### config.mk
export PLATFORM = sky130hd
export DESIGN_NAME = panel_boot_seq
export DESIGN_NICKNAME = d
export VERILOG_FILES = /design/src/rtl/panel_boot_pkg.sv /design/src/rtl/ms_tick.sv /design/src/rtl/boot_script_rom.sv /design/src/rtl/ser8_tx.sv /design/src/rtl/panel_boot_seq.sv
export SDC_FILE = /design/constraint.sdc
export NUM_CORES = 1
export LEC_CHECK = 0
export ABC_CLOCK_PERIOD_IN_PS = 2600
export CAP_MARGIN = 20
export CELL_PAD_IN_SITES_DETAIL_PLACEMENT = 1
export CELL_PAD_IN_SITES_GLOBAL_PLACEMENT = 1
export CORE_ASPECT_RATIO = 0.75
export CORE_MARGIN = 3
export CORE_UTILIZATION = 45
export DETAILED_ROUTE_END_ITERATION = 7
export HOLD_SLACK_MARGIN = 0.1
export PLACE_DENSITY = 0.79
export SYNTH_ARGS = -nofsm -noshare
export SYNTH_HDL_FRONTEND = slang
export SYNTH_SLANG_ARGS = --single-unit
### constraint.sdc
create_clock -name clk -period 2.6 [get_ports clk]
set_clock_uncertainty 0.1 [all_clocks]
set_input_delay 0.52 -clock clk [delete_from_list [all_inputs] [get_ports clk]]
set_output_delay 0.52 -clock clk [all_outputs]
set_load 0.005 [all_outputs]
### src/rtl/panel_boot_pkg.sv
package panel_boot_pkg;

    // wait attached to the end of a select window
    typedef enum logic [1:0] {
        WAIT_NONE,
        WAIT_AFTER_ON,
        WAIT_AFTER_WAKE
    } hold_sel_e;

    typedef struct packed {
        logic [7:0] code;
        logic       is_param;
        logic       grp_end;
        hold_sel_e  hold;
        logic       final_step;
    } step_t;

    typedef enum logic [2:0] {
        ST_IDLE,
        ST_RST_LOW,
        ST_RST_WAIT,
        ST_LOAD,
        ST_SHIFT,
        ST_GAP,
        ST_HOLD,
        ST_DONE
    } seq_st_e;

    localparam int SCRIPT_LEN = 14;

    localparam logic [7:0] OP_MEM_ACCESS = 8'h36;
    localparam logic [7:0] OP_PIX_FMT    = 8'h3A;
    localparam logic [7:0] OP_INV_ON     = 8'h21;
    localparam logic [7:0] OP_RAM_CTL    = 8'hB0;
    localparam logic [7:0] OP_RGB_CTL    = 8'hB1;
    localparam logic [7:0] OP_DISP_ON    = 8'h29;
    localparam logic [7:0] OP_WAKE       = 8'h11;

endpackage

### src/rtl/ms_tick.sv
module ms_tick #(
    parameter int CLK_PER_MS = 50000
) (
    input  logic clk,
    input  logic rst_n,
    input  logic clr,
    output logic tick
);
    localparam int CW = (CLK_PER_MS > 1) ? $clog2(CLK_PER_MS) : 1;
    localparam logic [CW-1:0] LAST = CW'(CLK_PER_MS - 1);

    logic [CW-1:0] cnt_d, cnt_q;

    always_comb begin
        cnt_d = cnt_q;
        if (clr || cnt_q == LAST) begin
            cnt_d = '0;
        end else begin
            cnt_d = cnt_q + 1'b1;
        end
    end

    always_ff @(posedge clk or negedge rst_n) begin
        if (!rst_n) begin
            cnt_q <= '0;
        end else begin
            cnt_q <= cnt_d;
        end
    end

    assign tick = !clr && (cnt_q == LAST);

endmodule

### src/rtl/boot_script_rom.sv
module boot_script_rom
    import panel_boot_pkg::*;
#(
    parameter int IW = 4
) (
    input  logic [IW-1:0] idx,
    output step_t         step
);
    function automatic step_t mk(input logic [7:0] c, input logic p, input logic e,
                                 input hold_sel_e h, input logic f);
        step_t s;
        s.code       = c;
        s.is_param   = p;
        s.grp_end    = e;
        s.hold       = h;
        s.final_step = f;
        return s;
    endfunction

    always_comb begin
        unique case (idx)
            IW'(0):  step = mk(OP_MEM_ACCESS, 1'b0, 1'b0, WAIT_NONE,       1'b0);
            IW'(1):  step = mk(8'h00,         1'b1, 1'b1, WAIT_NONE,       1'b0);
            IW'(2):  step = mk(OP_PIX_FMT,    1'b0, 1'b0, WAIT_NONE,       1'b0);
            IW'(3):  step = mk(8'h66,         1'b1, 1'b1, WAIT_NONE,       1'b0);
            IW'(4):  step = mk(OP_INV_ON,     1'b0, 1'b1, WAIT_NONE,       1'b0);
            IW'(5):  step = mk(OP_RAM_CTL,    1'b0, 1'b0, WAIT_NONE,       1'b0);
            IW'(6):  step = mk(8'h11,         1'b1, 1'b0, WAIT_NONE,       1'b0);
            IW'(7):  step = mk(8'hC2,         1'b1, 1'b1, WAIT_NONE,       1'b0);
            IW'(8):  step = mk(OP_RGB_CTL,    1'b0, 1'b0, WAIT_NONE,       1'b0);
            IW'(9):  step = mk(8'h40,         1'b1, 1'b0, WAIT_NONE,       1'b0);
            IW'(10): step = mk(8'h08,         1'b1, 1'b0, WAIT_NONE,       1'b0);
            IW'(11): step = mk(8'h14,         1'b1, 1'b1, WAIT_NONE,       1'b0);
            IW'(12): step = mk(OP_DISP_ON,    1'b0, 1'b1, WAIT_AFTER_ON,   1'b0);
            IW'(13): step = mk(OP_WAKE,       1'b0, 1'b1, WAIT_AFTER_WAKE, 1'b1);
            default: step = mk(8'h00,         1'b0, 1'b1, WAIT_NONE,       1'b1);
        endcase
    end

endmodule

### src/rtl/ser8_tx.sv
module ser8_tx #(
    parameter int SCLK_HALF = 2
) (
    input  logic       clk,
    input  logic       rst_n,
    input  logic       load,
    input  logic [7:0] byte_in,
    output logic       sclk,
    output logic       mosi,
    output logic       fin
);
    localparam int HW = (SCLK_HALF > 1) ? $clog2(SCLK_HALF) : 1;
    localparam logic [HW-1:0] HLAST = HW'(SCLK_HALF - 1);

    typedef struct packed {
        logic          active;
        logic [3:0]    bits;
        logic [HW-1:0] cnt;
        logic [7:0]    sh;
        logic          sclk;
        logic          fin;
    } tx_t;

    tx_t tx_d, tx_q;

    always_comb begin
        tx_d     = tx_q;
        tx_d.fin = 1'b0;
        if (load) begin
            tx_d.active = 1'b1;
            tx_d.bits   = 4'd8;
            tx_d.cnt    = '0;
            tx_d.sh     = byte_in;
            tx_d.sclk   = 1'b0;
        end else if (tx_q.active) begin
            if (tx_q.cnt == HLAST) begin
                tx_d.cnt = '0;
                if (!tx_q.sclk) begin
                    tx_d.sclk = 1'b1;
                end else begin
                    tx_d.sclk = 1'b0;
                    tx_d.sh   = {tx_q.sh[6:0], 1'b0};
                    tx_d.bits = tx_q.bits - 4'd1;
                    if (tx_q.bits == 4'd1) begin
                        tx_d.active = 1'b0;
                        tx_d.fin    = 1'b1;
                    end
                end
            end else begin
                tx_d.cnt = tx_q.cnt + 1'b1;
            end
        end
    end

    always_ff @(posedge clk or negedge rst_n) begin
        if (!rst_n) begin
            tx_q <= '0;
        end else begin
            tx_q <= tx_d;
        end
    end

    assign sclk = tx_q.sclk;
    assign mosi = tx_q.active & tx_q.sh[7];
    assign fin  = tx_q.fin;

endmodule

### src/rtl/panel_boot_seq.sv
module panel_boot_seq
    import panel_boot_pkg::*;
#(
    parameter int CLK_PER_MS    = 50000,
    parameter int SCLK_HALF     = 2,
    parameter int RESET_LOW_MS  = 50,
    parameter int RESET_WAIT_MS = 50,
    parameter int DISPLAY_ON_MS = 100,
    parameter int SLEEP_OUT_MS  = 100
) (
    input  logic clk,
    input  logic rst_n,
    input  logic start,
    output logic panel_rst_n,
    output logic panel_cs_n,
    output logic panel_sclk,
    output logic panel_mosi,
    output logic panel_dc,
    output logic cs_route,
    output logic busy,
    output logic done
);
    localparam int IW      = $clog2(SCRIPT_LEN);
    localparam int MAX_A   = (RESET_LOW_MS > RESET_WAIT_MS) ? RESET_LOW_MS : RESET_WAIT_MS;
    localparam int MAX_B   = (DISPLAY_ON_MS > SLEEP_OUT_MS) ? DISPLAY_ON_MS : SLEEP_OUT_MS;
    localparam int MAX_MS  = (MAX_A > MAX_B) ? MAX_A : MAX_B;
    localparam int MSW     = $clog2(MAX_MS + 1);
    localparam int GAP_CYC = 2 * SCLK_HALF;
    localparam int GW      = $clog2(GAP_CYC + 1);

    typedef struct packed {
        seq_st_e        st;
        logic [IW-1:0]  idx;
        logic [MSW-1:0] ms_left;
        logic [GW-1:0]  gap;
        logic           rst_n;
        logic           cs_n;
        logic           dc;
        logic           route;
        logic           busy;
        logic           done;
    } ctl_t;

    localparam ctl_t CTL_RESET = '{
        st: ST_IDLE, idx: '0, ms_left: '0, gap: '0,
        rst_n: 1'b1, cs_n: 1'b1, dc: 1'b0, route: 1'b0, busy: 1'b0, done: 1'b0
    };

    ctl_t  c_d, c_q;
    step_t step;
    logic  tick, tick_clr, tx_load, tx_fin;

    ms_tick #(.CLK_PER_MS(CLK_PER_MS)) u_tick (
        .clk   (clk),
        .rst_n (rst_n),
        .clr   (tick_clr),
        .tick  (tick)
    );

    boot_script_rom #(.IW(IW)) u_rom (
        .idx  (c_q.idx),
        .step (step)
    );

    ser8_tx #(.SCLK_HALF(SCLK_HALF)) u_tx (
        .clk     (clk),
        .rst_n   (rst_n),
        .load    (tx_load),
        .byte_in (step.code),
        .sclk    (panel_sclk),
        .mosi    (panel_mosi),
        .fin     (tx_fin)
    );

    // the divider runs only in the three waiting states and restarts on entry
    assign tick_clr = !(c_q.st == ST_RST_LOW || c_q.st == ST_RST_WAIT || c_q.st == ST_HOLD);

    always_comb begin
        c_d     = c_q;
        tx_load = 1'b0;
        unique case (c_q.st)
            ST_IDLE: begin
                if (start) begin
                    c_d.st      = ST_RST_LOW;
                    c_d.rst_n   = 1'b0;
                    c_d.busy    = 1'b1;
                    c_d.ms_left = MSW'(RESET_LOW_MS);
                end
            end
            ST_RST_LOW: begin
                if (tick) begin
                    if (c_q.ms_left == MSW'(1)) begin
                        c_d.st      = ST_RST_WAIT;
                        c_d.rst_n   = 1'b1;
                        c_d.ms_left = MSW'(RESET_WAIT_MS);
                    end else begin
                        c_d.ms_left = c_q.ms_left - 1'b1;
                    end
                end
            end
            ST_RST_WAIT: begin
                if (tick) begin
                    if (c_q.ms_left == MSW'(1)) begin
                        c_d.st   = ST_LOAD;
                        c_d.idx  = '0;
                        c_d.cs_n = 1'b0;
                    end else begin
                        c_d.ms_left = c_q.ms_left - 1'b1;
                    end
                end
            end
            ST_LOAD: begin
                tx_load  = 1'b1;
                c_d.dc   = step.is_param;
                c_d.cs_n = 1'b0;
                c_d.st   = ST_SHIFT;
            end
            ST_SHIFT: begin
                if (tx_fin) begin
                    if (step.grp_end) begin
                        c_d.st   = ST_GAP;
                        c_d.cs_n = 1'b1;
                        c_d.gap  = '0;
                    end else begin
                        c_d.idx = c_q.idx + 1'b1;
                        c_d.st  = ST_LOAD;
                    end
                end
            end
            ST_GAP: begin
                if (c_q.gap == GW'(GAP_CYC - 1)) begin
                    if (step.hold != WAIT_NONE) begin
                        c_d.st      = ST_HOLD;
                        c_d.ms_left = (step.hold == WAIT_AFTER_ON) ? MSW'(DISPLAY_ON_MS)
                                                                   : MSW'(SLEEP_OUT_MS);
                    end else if (step.final_step) begin
                        c_d.st    = ST_DONE;
                        c_d.busy  = 1'b0;
                        c_d.done  = 1'b1;
                        c_d.route = 1'b1;
                        c_d.dc    = 1'b0;
                    end else begin
                        c_d.idx  = c_q.idx + 1'b1;
                        c_d.st   = ST_LOAD;
                        c_d.cs_n = 1'b0;
                    end
                end else begin
                    c_d.gap = c_q.gap + 1'b1;
                end
            end
            ST_HOLD: begin
                if (tick) begin
                    if (c_q.ms_left == MSW'(1)) begin
                        if (step.final_step) begin
                            c_d.st    = ST_DONE;
                            c_d.busy  = 1'b0;
                            c_d.done  = 1'b1;
                            c_d.route = 1'b1;
                            c_d.dc    = 1'b0;
                        end else begin
                            c_d.idx  = c_q.idx + 1'b1;
                            c_d.st   = ST_LOAD;
                            c_d.cs_n = 1'b0;
                        end
                    end else begin
                        c_d.ms_left = c_q.ms_left - 1'b1;
                    end
                end
            end
            ST_DONE: begin
                c_d = c_q;
            end
            default: begin
                c_d = CTL_RESET;
            end
        endcase
    end

    always_ff @(posedge clk or negedge rst_n) begin
        if (!rst_n) begin
            c_q <= CTL_RESET;
        end else begin
            c_q <= c_d;
        end
    end

    assign panel_rst_n = c_q.rst_n;
    assign panel_cs_n  = c_q.cs_n;
    assign panel_dc    = c_q.dc;
    assign cs_route    = c_q.route;
    assign busy        = c_q.busy;
    assign done        = c_q.done;

endmodule

* Word-level counts from Yosys, hierarchy flattened
Memory sizes are Yosys's and may differ from the RTL's.
Index checks and enable logic that the tools add are counted.
Widths: inputs -> output; s select.
** Operators by class
- $add $sub $neg :: 6
- Equality and inequality tests :: 25
- Mux-type cells :: 61
- Bitwise operators :: 2
- Reductions and logical operators :: 29
** Operators with widths (count)
- $mux 7 :: 8
- $mux 14 :: 3
- $pmux 7 s5 :: 1
- $mux 16 :: 2
- $mux 5 :: 6
- $mux 3 :: 9
- $pmux 3 s7 :: 1
- $ne 2x2->1 const B :: 10
- $reduce_and 9->1 :: 2
- $add 16x1->16 const B :: 1
- $eq 16x16->1 const B :: 1
- $mux 1 :: 16
- $mux 4 :: 4
- $pmux 4 s4 :: 1
- $mux 15 :: 1
- $reduce_bool 2->1 :: 7
- $eq 3x3->1 const B :: 4
- $mux 10 :: 1
- $reduce_and 10->1 :: 1
- $reduce_and 5->1 :: 2
- $reduce_bool 5->1 :: 2
- $eq 3x2->1 const B :: 3
- $mux 8 :: 1
- $ne 2x1->1 const B :: 4
- other kinds (25) :: 32
** Storage, ports and cells
- Bits in registers :: 55
- Memory bits (read-only) :: 208
- Input port bits :: 3
- Word-level logic and storage cells :: 141
- Memories kept :: 1
** Memories
- (name not given) :: words 16, width 13, rd ports 1, clocked after Yosys merged registers in 0, write ports 0, RTL line boot_script_rom.sv:21 : unique case (idx)

* Longest topological paths before layout
- Word-level depth :: 6
- Depth in mapped cells :: 8
- Mapped depth without buffers :: 8

* Modules after synthesis
From an unflattened synthesis, not the netlist that was laid out.
** Second synthesis, totals
- Cell total of the unflattened synthesis :: 389
- Area total of the unflattened synthesis :: 3537.1 µm²
** Modules (own cells, without submodules)
- panel_boot_seq :: times used 1, cells each 178, area each 1606.5 µm²
- ms_tick :: times used 1, cells each 82, area each 842.1 µm²
- ser8_tx :: times used 1, cells each 80, area each 763.2 µm²
- boot_script_rom :: times used 1, cells each 49, area each 325.3 µm²

* Worst setup path after synthesis
Ideal clock, no wire load.
- Kind :: register -> register
- From :: reg c_q[16] in the netlist's numbering
- To :: reg c_q[18] in the netlist's numbering
- Library setup time :: 81 ps
- Arrival :: 2007 ps
- Required time :: 2419 ps
- Setup slack :: 413 ps
- Stages on the path, launching flop included :: 8
- Buffers on the path :: 0
- Clock period less this slack :: 2187 ps
- Path through :: dfrtp_1 inv_1 ha_1 nand2_1 a31oi_2 o21bai_1 a2111oi_4 mux2i_1
** Between the ends
- Longest elaborated chain between the ends :: 5
- Elaborated cells on any way between the ends :: 14
** Ends and longest elaborated chain
- start, declared :: RTL line panel_boot_seq.sv:49 : ctl_t c_d, c_q;
- start signal, assigned :: RTL line panel_boot_seq.sv:181 : c_q <= CTL_RESET;
- start signal, assigned :: RTL line panel_boot_seq.sv:183 : c_q <= c_d;
- $mem_v2 16x13 or $add 4x1->4 (tied branches)
- $mux 4 :: RTL line panel_boot_seq.sv:136, panel_boot_seq.sv:154
- $mux 7 or $mux 4 (tied branches) :: RTL line panel_boot_seq.sv:153, panel_boot_seq.sv:132
- $mux 14, on equally long branches :: RTL line panel_boot_seq.sv:152, panel_boot_seq.sv:131
- $pmux 4 s4 :: RTL line panel_boot_seq.sv:81 : unique case (c_q.st)
Several ways; a longest one is shown, not always the timed one. The select of a mux whose other input is x is not followed.
A chain may end at the register's enable or synchronous reset.

* Worst setup path in the final report
- From :: reg c_q[17] in the netlist's numbering
- To :: reg c_q[19] in the netlist's numbering
The elaborated chain is that of the path after synthesis.

==> results.ini <==
[worst_setup_path]
startpoint_type=flop
path_class=reg2reg
worstPathBufferInverterCount=2
arrival_ns=2.56
worst_path_largest_cell_delay_ns=0.46
crit_fanout=6
required_ns=2.72
crit_slowest_cell=dfrtp_1
crit_family=compound AO/OA/AOI/OAI gates
cp_cell_sequence=inv_1 -> ha_1 -> nand2_1 -> a31oi_4 -> o21bai_1 -> a2111oi_4 -> buf_4 -> mux2i_1
end_kind=flop

[final_layout]
layout.cells.most_common=dfrtp_1
multi_input_area_sq_um=1790
fill_cells=813
area_delta_synth_final_pct=11.1
drive_gt1_share_pct=8.99
seqCellArea_sq_um=1360
final_cell_mix=dfrtp_1, nand2_1, nor2_1
diodes=0
final_net_count=395

[clock_network]
htree_num_levels=2
cts_buffers=5
cts_tree=done
path_clk_slew_ns=0.11
ctsHoldBuffers=0
cts_max_path_buffers=2
clock-sinks=54
worst_skew_pair.late_latency_ns=0.32
cts-root-buf=clkbuf_8

[die]
die_area_sq_um=8360
coreArea_sq_um=6930
ios=11
die_h_um=79.9
start_util_pct=47.3
die_w_um=105
core.rowCount=26

[placement]
pre_cts_slack_ns=0.0899
port_buffers=10
routabilityCongestion=0.916
hpwl_um=5930

[detailed_routing]
top_layer=met4
met3_wirelength_um=256
routedWlPerCell_um=17.3
drt_iter0_drc=169
routedLengthMet1_um=4270
first_pass_iters=4
drc=0
dr_wl_met2_um=3650
antenna_left=0
viasPerCell=5.85
num_vias=2784
routed_wl_um=8220

[sta]
clock.fmax_ghz=0.411
rsz0062_at_grt=false
fin_crit_ns=2.43
fin_ws_ns=0.168
timing.final.crit_share_pct=93.6
slew_headroom_pct=54.7
hold_viol_final=0
finalSetupTns_ns=0
worst_pin_slew_ns=0.679
whs_ns=0.213
setup_viol=0
slew_viol_final=0

[grt]
grt.total_usage_pct=21.0
first_global_vias=2852
grt_max_degree=55
antenna_found_initial=0
grt_pass1_wl_um=14300
grt_overflow=0

[hold_path]
holdCritPathClass=in2async

[yosys]
seq_area_frac_synth_pct=41.3
yosysUniqueCellTypes=64
ys_warn_count=0
synth_edf_count=0
synth-main-ff-cell=dfrtp_1
muxShareOfSynthArea_pct=2.94
synthXorXnorAreaFrac_pct=5.07
synthAdderAreaFrac_pct=5.72
synth_top_family_by_area=simple AND/OR/NAND/NOR gates
synth_fp_nets=383
syn_area_sq_um=3280
synth_top_area_share_pct=39.7
yosys.area_share.simple_pct=21.6
avgSynthCellArea_sq_um=8.98
synth_top_area_cell=dfrtp_1
synth_cells=365
synthTopCellsByArea=dfrtp_1, ha_1, nand2_1, nor2_1, xor2_1
synthArstFlopShare_pct=100
synth-compound-area-share_pct=19.1
ys_ff_latch=54

[power]
total_power_w=0.00147
leakagePower_nw=1.59
power_density_nw_per_um2=403
peakVddDrop_mv=0.269

[outcome]
status=complete, no violations

[run]
cap_viol_max_count=0

[sequential cells by signal, summed over array words and instances (netlist names)]
register and count:
u_tx.fin 1, panel_dc 1, panel_rst_n 1, u_tx.tx_q 14, cs_route 1, panel_cs_n 1, u_tx.sclk 1, busy 1
u_tick.cnt_q 16, c_q 17
[cell families after synthesis]
kind of cell / Yosys count
xor gates and xnor gates: 19
DFF: 54
adders and majority gates: 15
AOI/OAI and AO/OA: 92
buffers and inverters: 35
muxes: 9
and+or+nand+nor: 141
[path summary, 6_finish.rpt]
path	from	endpoint	slack [ns]	cells past startpoint
min	rst_n	c_q[10]$_DFFE_PN0P_	0.21	2
min in group clk	busy$_DFFE_PN0P_	busy$_DFFE_PN0P_	0.40	1
min reg2reg	busy$_DFFE_PN0P_	busy$_DFFE_PN0P_	0.40	1
max reg2reg	c_q[17]$_DFFE_PN0P_	c_q[19]$_DFFE_PN0P_	0.17	8
max	c_q[17]$_DFFE_PN0P_	c_q[19]$_DFFE_PN0P_	0.17	8
max in group asynchronous	rst_n	c_q[16]$_DFFE_PN0P_	1.70	2
[layout make-up]
type,instances,share of cell area [%]
clock inverters,2,1.06
multi-input cells,276,49.3
flip-flops and latches,54,37.2
inverters,19,1.96
repair buffers,21,4.88
clock buffers,6,2.27
well taps,98,3.37
[repair_timing]
| item | 4_1_cts | 5_1_grt |
|---|---|---|
| setup endpoints to repair | 0 | 4 |
| setup buffers | 0 | 1 |
| gates resized for setup | 0 | 2 |
[Yosys cell counts, drive strengths merged, types with 2 or more instances]
master   count
a211oi       4
nor3         6
xnor2        7
nor3b        3
o22ai        3
o21ai       22
nor2b        4
nand2b       5
nor2        35
o21a         2
a31oi       14
a311oi       2
or3          5
ha          15
nand2       44
o211ai       2
mux2         2
clkinv       2
nor4         2
a21o         2
and4         3
a2bb2oi      3
nor4b        3
xor2        12
inv         17
buf          7
mux2i        7
dfstp        2
a21oi       21
dfrtp       52
clkbuf       9
nand3       10
a22oi        2
nand4        5
or2          4
and3         8
a221oi       2
[power by group]
part,switching [W],internal (W),total (W)
Combinational,0.0000165,0.00000296,0.0000194
Clock,0.000292,0.000317,0.000609
Sequential,0,0.000839,0.000839
[through the flow]
stage / utilization (%) / instances / instance area, sq um
2_1_floorplan: - / 365 / 3280
3_3_place_gp: 50.6 / 467 / 3500
3_5_place_dp: 50.6 / 467 / 3500
4_1_cts: 52.3 / 475 / 3620
5_1_grt: 52.6 / 476 / 3640
6_report: 52.6 / 476 / 3640
[per-layer routing]
layer  GRT usage (%)  vias to the layer above
li1                -                     1324
met4            3.28                        0
met5               0                        -
met2            32.4                       38
met3            3.64                        4
met1            31.5                     1418
Note: power is estimated with default switching activity, not from simulation.
